## src/rtl/feac_rx_pkg.sv

```systemverilog
package feac_rx_pkg;

  typedef enum logic {
    ALN_HUNT   = 1'b0,
    ALN_LOCKED = 1'b1
  } aln_state_t;

endpackage

```

## src/rtl/feac_rx_align.sv

```systemverilog
module feac_rx_align
  import feac_rx_pkg::*;
#(
  parameter int CW_LEN = 16,
  parameter int CODE_W = 6
) (
  input  logic              clk,
  input  logic              rst,
  input  logic              bit_en,
  input  logic              bit_in,
  output logic              cw_eval,
  output logic              cw_ok,
  output logic [CODE_W-1:0] cw_code
);

  localparam int FLAG_W = CW_LEN - CODE_W - 2;
  localparam int PH_W   = $clog2(CW_LEN);
  localparam logic [PH_W-1:0] PH_LAST = PH_W'(CW_LEN - 1);

  logic [CW_LEN-1:0] win_q;
  logic [CW_LEN-1:0] win_nx;
  logic [PH_W-1:0]   phase_q;
  aln_state_t        st_q;
  logic              pat_ok;

  assign win_nx = {win_q[CW_LEN-2:0], bit_in};

  // start zero, code field, separator zero, then the all-ones flag
  assign pat_ok = !win_nx[CW_LEN-1] && !win_nx[FLAG_W] && (&win_nx[FLAG_W-1:0]);

  assign cw_ok   = pat_ok;
  assign cw_code = win_nx[CW_LEN-2 -: CODE_W];
  assign cw_eval = bit_en && ((st_q == ALN_LOCKED) ? (phase_q == PH_LAST) : pat_ok);

  always_ff @(posedge clk) begin
    if (rst) begin
      win_q   <= '1;
      phase_q <= '0;
      st_q    <= ALN_HUNT;
    end else if (bit_en) begin
      win_q <= win_nx;
      if (cw_eval) begin
        st_q    <= pat_ok ? ALN_LOCKED : ALN_HUNT;
        phase_q <= '0;
      end else if (st_q == ALN_LOCKED) begin
        phase_q <= phase_q + 1'b1;
      end
    end
  end

endmodule

```

## src/rtl/feac_rx_idle.sv

```systemverilog
module feac_rx_idle #(
  parameter int IDLE_RUN = 16
) (
  input  logic clk,
  input  logic rst,
  input  logic bit_en,
  input  logic bit_in,
  input  logic det_set,
  output logic idle_set,
  output logic idle
);

  localparam int RUN_W = $clog2(IDLE_RUN + 1);
  localparam logic [RUN_W-1:0] RUN_MAX  = RUN_W'(IDLE_RUN);
  localparam logic [RUN_W-1:0] RUN_PREV = RUN_W'(IDLE_RUN - 1);

  logic [RUN_W-1:0] run_q;

  assign idle_set = bit_en && bit_in && (run_q == RUN_PREV);

  always_ff @(posedge clk) begin
    if (rst) begin
      run_q <= '0;
    end else if (bit_en) begin
      if (!bit_in)
        run_q <= '0;
      else if (run_q != RUN_MAX)
        run_q <= run_q + 1'b1;
    end
  end

  always_ff @(posedge clk) begin
    if (rst)
      idle <= 1'b0;
    else if (det_set)
      idle <= 1'b0;
    else if (idle_set)
      idle <= 1'b1;
  end

endmodule

```

## src/rtl/feac_rx_persist.sv

```systemverilog
module feac_rx_persist #(
  parameter int CODE_W    = 6,
  parameter int CONFIRM_N = 3,
  parameter int CLEAR_N   = 2
) (
  input  logic              clk,
  input  logic              rst,
  input  logic              cw_eval,
  input  logic              cw_ok,
  input  logic [CODE_W-1:0] cw_code,
  input  logic              idle_set,
  output logic              det_set,
  output logic              code_det,
  output logic              fifo_wr,
  output logic [CODE_W-1:0] fifo_data
);

  localparam int CNT_W = $clog2(CONFIRM_N + 1);
  localparam int DIF_W = $clog2(CLEAR_N + 1);
  localparam logic [CNT_W-1:0] CNT_FULL = CNT_W'(CONFIRM_N);
  localparam logic [CNT_W-1:0] CNT_PRE  = CNT_W'(CONFIRM_N - 1);
  localparam logic [DIF_W-1:0] DIF_PRE  = DIF_W'(CLEAR_N - 1);

  logic [CODE_W-1:0] cand_q;
  logic [CODE_W-1:0] det_code_q;
  logic [CNT_W-1:0]  cnt_q;
  logic [CNT_W-1:0]  cnt_nx;
  logic [DIF_W-1:0]  diff_q;
  logic              same_cand;
  logic              differs;
  logic              drop;

  assign same_cand = cw_ok && (cnt_q != '0) && (cw_code == cand_q);

  always_comb begin
    if (!cw_ok)
      cnt_nx = '0;
    else if (same_cand)
      cnt_nx = (cnt_q == CNT_FULL) ? cnt_q : cnt_q + 1'b1;
    else
      cnt_nx = CNT_W'(1);
  end

  assign det_set = cw_eval && cw_ok && (cnt_q == CNT_PRE) && (cnt_nx == CNT_FULL)
                   && !(code_det && (cw_code == det_code_q));
  assign differs = cw_eval && code_det && !(cw_ok && (cw_code == det_code_q));
  assign drop    = differs && (diff_q == DIF_PRE);

  always_ff @(posedge clk) begin
    if (rst) begin
      cand_q <= '0;
      cnt_q  <= '0;
    end else if (cw_eval) begin
      if (cw_ok)
        cand_q <= cw_code;
      cnt_q <= cnt_nx;
    end
  end

  always_ff @(posedge clk) begin
    if (rst) begin
      code_det   <= 1'b0;
      det_code_q <= '0;
      diff_q     <= '0;
    end else if (det_set) begin
      code_det   <= 1'b1;
      det_code_q <= cw_code;
      diff_q     <= '0;
    end else if (idle_set || drop) begin
      code_det <= 1'b0;
      diff_q   <= '0;
    end else if (cw_eval && code_det) begin
      diff_q <= differs ? diff_q + 1'b1 : '0;
    end
  end

  always_ff @(posedge clk) begin
    if (rst) begin
      fifo_wr   <= 1'b0;
      fifo_data <= '0;
    end else begin
      fifo_wr <= det_set;
      if (det_set)
        fifo_data <= cw_code;
    end
  end

endmodule

```

## src/rtl/feac_rx_detect.sv

```systemverilog
module feac_rx_detect #(
  parameter int CW_LEN    = 16,
  parameter int CODE_W    = 6,
  parameter int CONFIRM_N = 3,
  parameter int CLEAR_N   = 2,
  parameter int IDLE_RUN  = 16
) (
  input  logic              clk,
  input  logic              rst,
  input  logic              bit_en,
  input  logic              bit_in,
  output logic              code_det,
  output logic              idle,
  output logic              fifo_wr,
  output logic [CODE_W-1:0] fifo_data
);

  logic              cw_eval;
  logic              cw_ok;
  logic [CODE_W-1:0] cw_code;
  logic              idle_set;
  logic              det_set;

  feac_rx_align #(
    .CW_LEN (CW_LEN),
    .CODE_W (CODE_W)
  ) align_i (
    .clk     (clk),
    .rst     (rst),
    .bit_en  (bit_en),
    .bit_in  (bit_in),
    .cw_eval (cw_eval),
    .cw_ok   (cw_ok),
    .cw_code (cw_code)
  );

  feac_rx_persist #(
    .CODE_W    (CODE_W),
    .CONFIRM_N (CONFIRM_N),
    .CLEAR_N   (CLEAR_N)
  ) persist_i (
    .clk       (clk),
    .rst       (rst),
    .cw_eval   (cw_eval),
    .cw_ok     (cw_ok),
    .cw_code   (cw_code),
    .idle_set  (idle_set),
    .det_set   (det_set),
    .code_det  (code_det),
    .fifo_wr   (fifo_wr),
    .fifo_data (fifo_data)
  );

  feac_rx_idle #(
    .IDLE_RUN (IDLE_RUN)
  ) idle_i (
    .clk      (clk),
    .rst      (rst),
    .bit_en   (bit_en),
    .bit_in   (bit_in),
    .det_set  (det_set),
    .idle_set (idle_set),
    .idle     (idle)
  );

endmodule

```

## config.mk

```make
export PLATFORM = sky130hd
export DESIGN_NAME = feac_rx_detect
export DESIGN_NICKNAME = d
export VERILOG_FILES = /design/src/rtl/feac_rx_pkg.sv /design/src/rtl/feac_rx_align.sv /design/src/rtl/feac_rx_idle.sv /design/src/rtl/feac_rx_persist.sv /design/src/rtl/feac_rx_detect.sv
export SDC_FILE = /design/constraint.sdc
export NUM_CORES = 1
export LEC_CHECK = 0
export BUFFER_PORTS_ARGS = -buffer_cell sky130_fd_sc_hd__buf_2
export CAP_MARGIN = 10
export CORE_MARGIN = 2
export CORE_UTILIZATION = 55
export CTS_BUF_LIST = sky130_fd_sc_hd__clkbuf_8
export CTS_CLUSTER_DIAMETER = 60
export DETAILED_ROUTE_END_ITERATION = 8
export PLACE_DENSITY = 0.81
export SETUP_SLACK_MARGIN = 0.05
export SLEW_MARGIN = 20
export SYNTH_ARGS = -nofsm -noshare
export SYNTH_HDL_FRONTEND = slang
export SYNTH_HIERARCHICAL = 1
export SYNTH_SLANG_ARGS = --single-unit
```

## constraint.sdc

```tcl
create_clock -name clk -period 2 [get_ports clk]
set_clock_uncertainty 0.05 [all_clocks]
set_input_delay 0.2 -clock clk [delete_from_list [all_inputs] [get_ports clk]]
set_output_delay 0.2 -clock clk [all_outputs]
set_load 0.05 [all_outputs]
```

==> flow_metrics.tcl <==
set metrics [dict create \
    syn_inst 241 \
    grt_max_degree 30 \
    grtUsageMet2_pct 32.7 \
    num_antenna_cells 0 \
    relSlewSlack_pct 65.4 \
    dpl_cell_area_um2 2410 \
    synth_warnings 6 \
    p_int_w 0.00123 \
    synth_edf_count 0 \
    grt.met3_usage_pct 4.44 \
    grt_pass1_vias 1521 \
    period_minus_slack_ns 1.98 \
    place_hpwl_um 2870 \
    wl_per_cell_um 13.9 \
    rsz0062_at_grt "yes" \
    crit_arrival_ns 2.17 \
    vias_per_cell 5.63 \
    syn_nets 250 \
    cts.htree.levels 2 \
    place_congestion 0.790 \
    syn_avg_cell_area_um2 9.30 \
    row_count 23 \
    worstPathMaxFanout 9 \
    start_kind "register" \
    worst_hold_slack_ns 0.219 \
    pin_count 13 \
    power_density_nw_per_um2 613 \
    fin_util_pct 66.7 \
    gr-total-overflow 0 \
    area_growth_pct 18.1 \
    top_usage_layer "met2" \
    max_freq_mhz 504 \
    numClockSinks 44 \
    finalMaxSlewViolations 0 \
    cts_root_buf "clkbuf_8" \
    final_common_cell "dfxtp_1" \
    final_area_um2 2650 \
    drive_gt1_share_pct 28.7 \
    swShare_pct 24.2 \
    chipHeight_um 67.9 \
    power_leakage_nw 1.01 \
    fin_crit_sh_pct 99.2 \
    hp-class "input port to register" \
    cts_tree "done" \
    route.detailed.drc 0 \
    dieArea_um2 4600 \
    ys_seq_area_share_pct 39.3 \
    cts.clk_slew.worst_paths_ns 0.08 \
    clock_latency_ns 0.30 \
    tightest_slew_ns 0.515 \
    cts_made_buffers 5 \
    core_area_um2 3970 \
    grt_pass1_wl_um 6630 \
    endpoint_kind "register" \
    regArea_um2 893 \
    final_cells 315 \
    final_cell_mix "dfxtp_1, nand2_1, buf_4, a211o_1, a21oi_1" \
    numPortBuffers 12 \
    wl_um 4370 \
    dp_cells 299 \
    setup_violations 0 \
    nNetsFinal 273 \
    fill_cells 305 \
    grtUsageTotal_pct 19.1 \
    synth_flop_cell "dfxtp_1" \
    firstDrtPassIters 4 \
    vdd_drop_max_mv 0.373 \
    cts_buffer_depth 2 \
    ys_async_sr_fraction_pct 0 \
    cap_violations 0 \
    ant_nets 0 \
    pwr-share-seq_pct 57.0 \
    cp_data_required_time_ns 2.19 \
    synth_area_um2 2240 \
    die_w_um 67.9 \
    reg2reg_slack_ns 0.02 \
    pwr-share-comb_pct 7.6 \
    drt_iter0_drc 76 \
    p_total_w 0.00162 \
    crit_type "register to register" \
    status "completed" \
    detailroute.via_count 1772 \
    ys_seq_elements 44 \
    synth_cell_type_count 51 \
    hold_viol_final 0 \
    pwr-share-clk_pct 35.4 \
    multi_input_area_um2 1330 \
    grt.met1_usage_pct 22.5 \
    p_sw_w 0.000393 \
    antenna_found_initial 0 \
    initial_core_util_pct 56.5 \
]
-- logic make-up after synthesis --
family / count (synthesis) / share of synthesized area (%)
AO/OA/AOI/OAI: 51 / 18.3
XOR/XNOR: 12 / 6.03
adder cells (fa/ha/maj): 5 / 2.79
buffers and inverters: 25 / 5.75
flip-flops: 44 / 39.3
multiplexers: 8 / 3.85
AND/OR/NAND/NOR: 96 / 24.0
-- synth_stat cells, drive strengths merged (2+ instances only) --
cell	number	share of area, %
dfxtp	44	39
nand2	35	5.9
a211o	15	5.9
a21oi	14	3.1
and2	12	3.3
buf	10	3.2
nand3	10	2.2
inv	9	1.5
clkbuf	6	1.0
mux2i	6	2.7
nor2b	6	2.0
nor3	6	1.3
o21ai	6	1.3
xnor2	6	3.7
xor2	6	2.3
ha	5	2.8
nor2	5	0.84
a2111oi	3	3.1
and3	3	0.84
nand2b	3	0.84
nand4	3	1.1
nand4b	3	1.2
nor4	3	1.5
a31oi	2	0.56
mux2	2	1.2
o311a	2	0.89
or4b	2	0.89
-- critical path, stage by stage, from the launching register on --
cell and delay, ns:
dfxtp_4 0.37, ha_4 0.14, and3_4 0.19, nand2_1 0.06
a21oi_2 0.19, nand4b_1 0.16, nor4_2 0.16, o311a_1 0.25
buf_12 0.16, mux2i_1 0.18
-- cell type report --
cell class / count / area share (%)
tap: 50 / 2.36
clock inverter: 2 / 0.378
sequential: 44 / 33.7
timing repair buffer: 32 / 8.84
multi-input combinational: 172 / 50.3
clock buffer: 6 / 3.12
inverter: 9 / 1.28
-- registers in the layout, summed over array words and instances (netlist names) --
name                 flops
persist_i/fifo_data      6
align_i/win_q           15
persist_i/code_det       1
persist_i/diff_q         2
persist_i/cnt_q          2
align_i/st_q             1
persist_i/fifo_wr        1
persist_i/cand_q         6
align_i/phase_q          4
idle_i/idle              1
idle_i/run_q             5
-- path summary, 6_finish.rpt --
kind | startpoint | endpoint | cells past startpoint
setup / recovery | align_i/phase_q[1]$_SDFFE_PP0P_ | persist_i/fifo_data[5]$_SDFFE_PP0P_ | 9
hold / removal | bit_in | align_i/win_q[0]$_SDFFE_PP1P_ | 3
setup reg to reg | align_i/phase_q[1]$_SDFFE_PP0P_ | persist_i/fifo_data[5]$_SDFFE_PP0P_ | 9
hold reg to reg | align_i/win_q[14]$_SDFFE_PP1P_ | align_i/win_q[14]$_SDFFE_PP1P_ | 1
-- through the flow --
stage          setup slack (ns)  TNS, ns
3_5_place_dp            -0.0105  -0.0105
3_3_place_gp             0.0139        0
4_1_cts                -0.00742  -0.0102
5_1_grt                  -0.171    -1.25
2_1_floorplan            0.0455        0
6_report                 0.0165        0
-- repair_timing --
action / 4_1_cts / 5_1_grt
endpoints found under the setup margin: 12 / 12
resized for setup: 4 / 19
buffers inserted: 1 / 7
hold buffers: 0 / 0
cloned: 0 / 0
pin swaps: 2 / 6
-- layer usage --
metal	routed length, um	up-vias	part of all wire [%]
met5	0	-	0
met1	2090	844	48
met2	2090	24	48
li1	-	898	-
met3	128	6	2.9
met4	60	0	1.4
-- power groups by stage --
stage | Clock, W | Sequential, W | Combinational, W
finish | 0.000574 | 0.000925 | 0.000123
CTS | 0.000587 | 0.000925 | 0.000123
floorplan | 0 | 0.000930 | 0.000109
global placement | 0 | 0.000944 | 0.000119
detailed placement | 0 | 0.000946 | 0.000122
global route | 0.000612 | 0.000928 | 0.000136
Power figures use the tool's default switching activity.
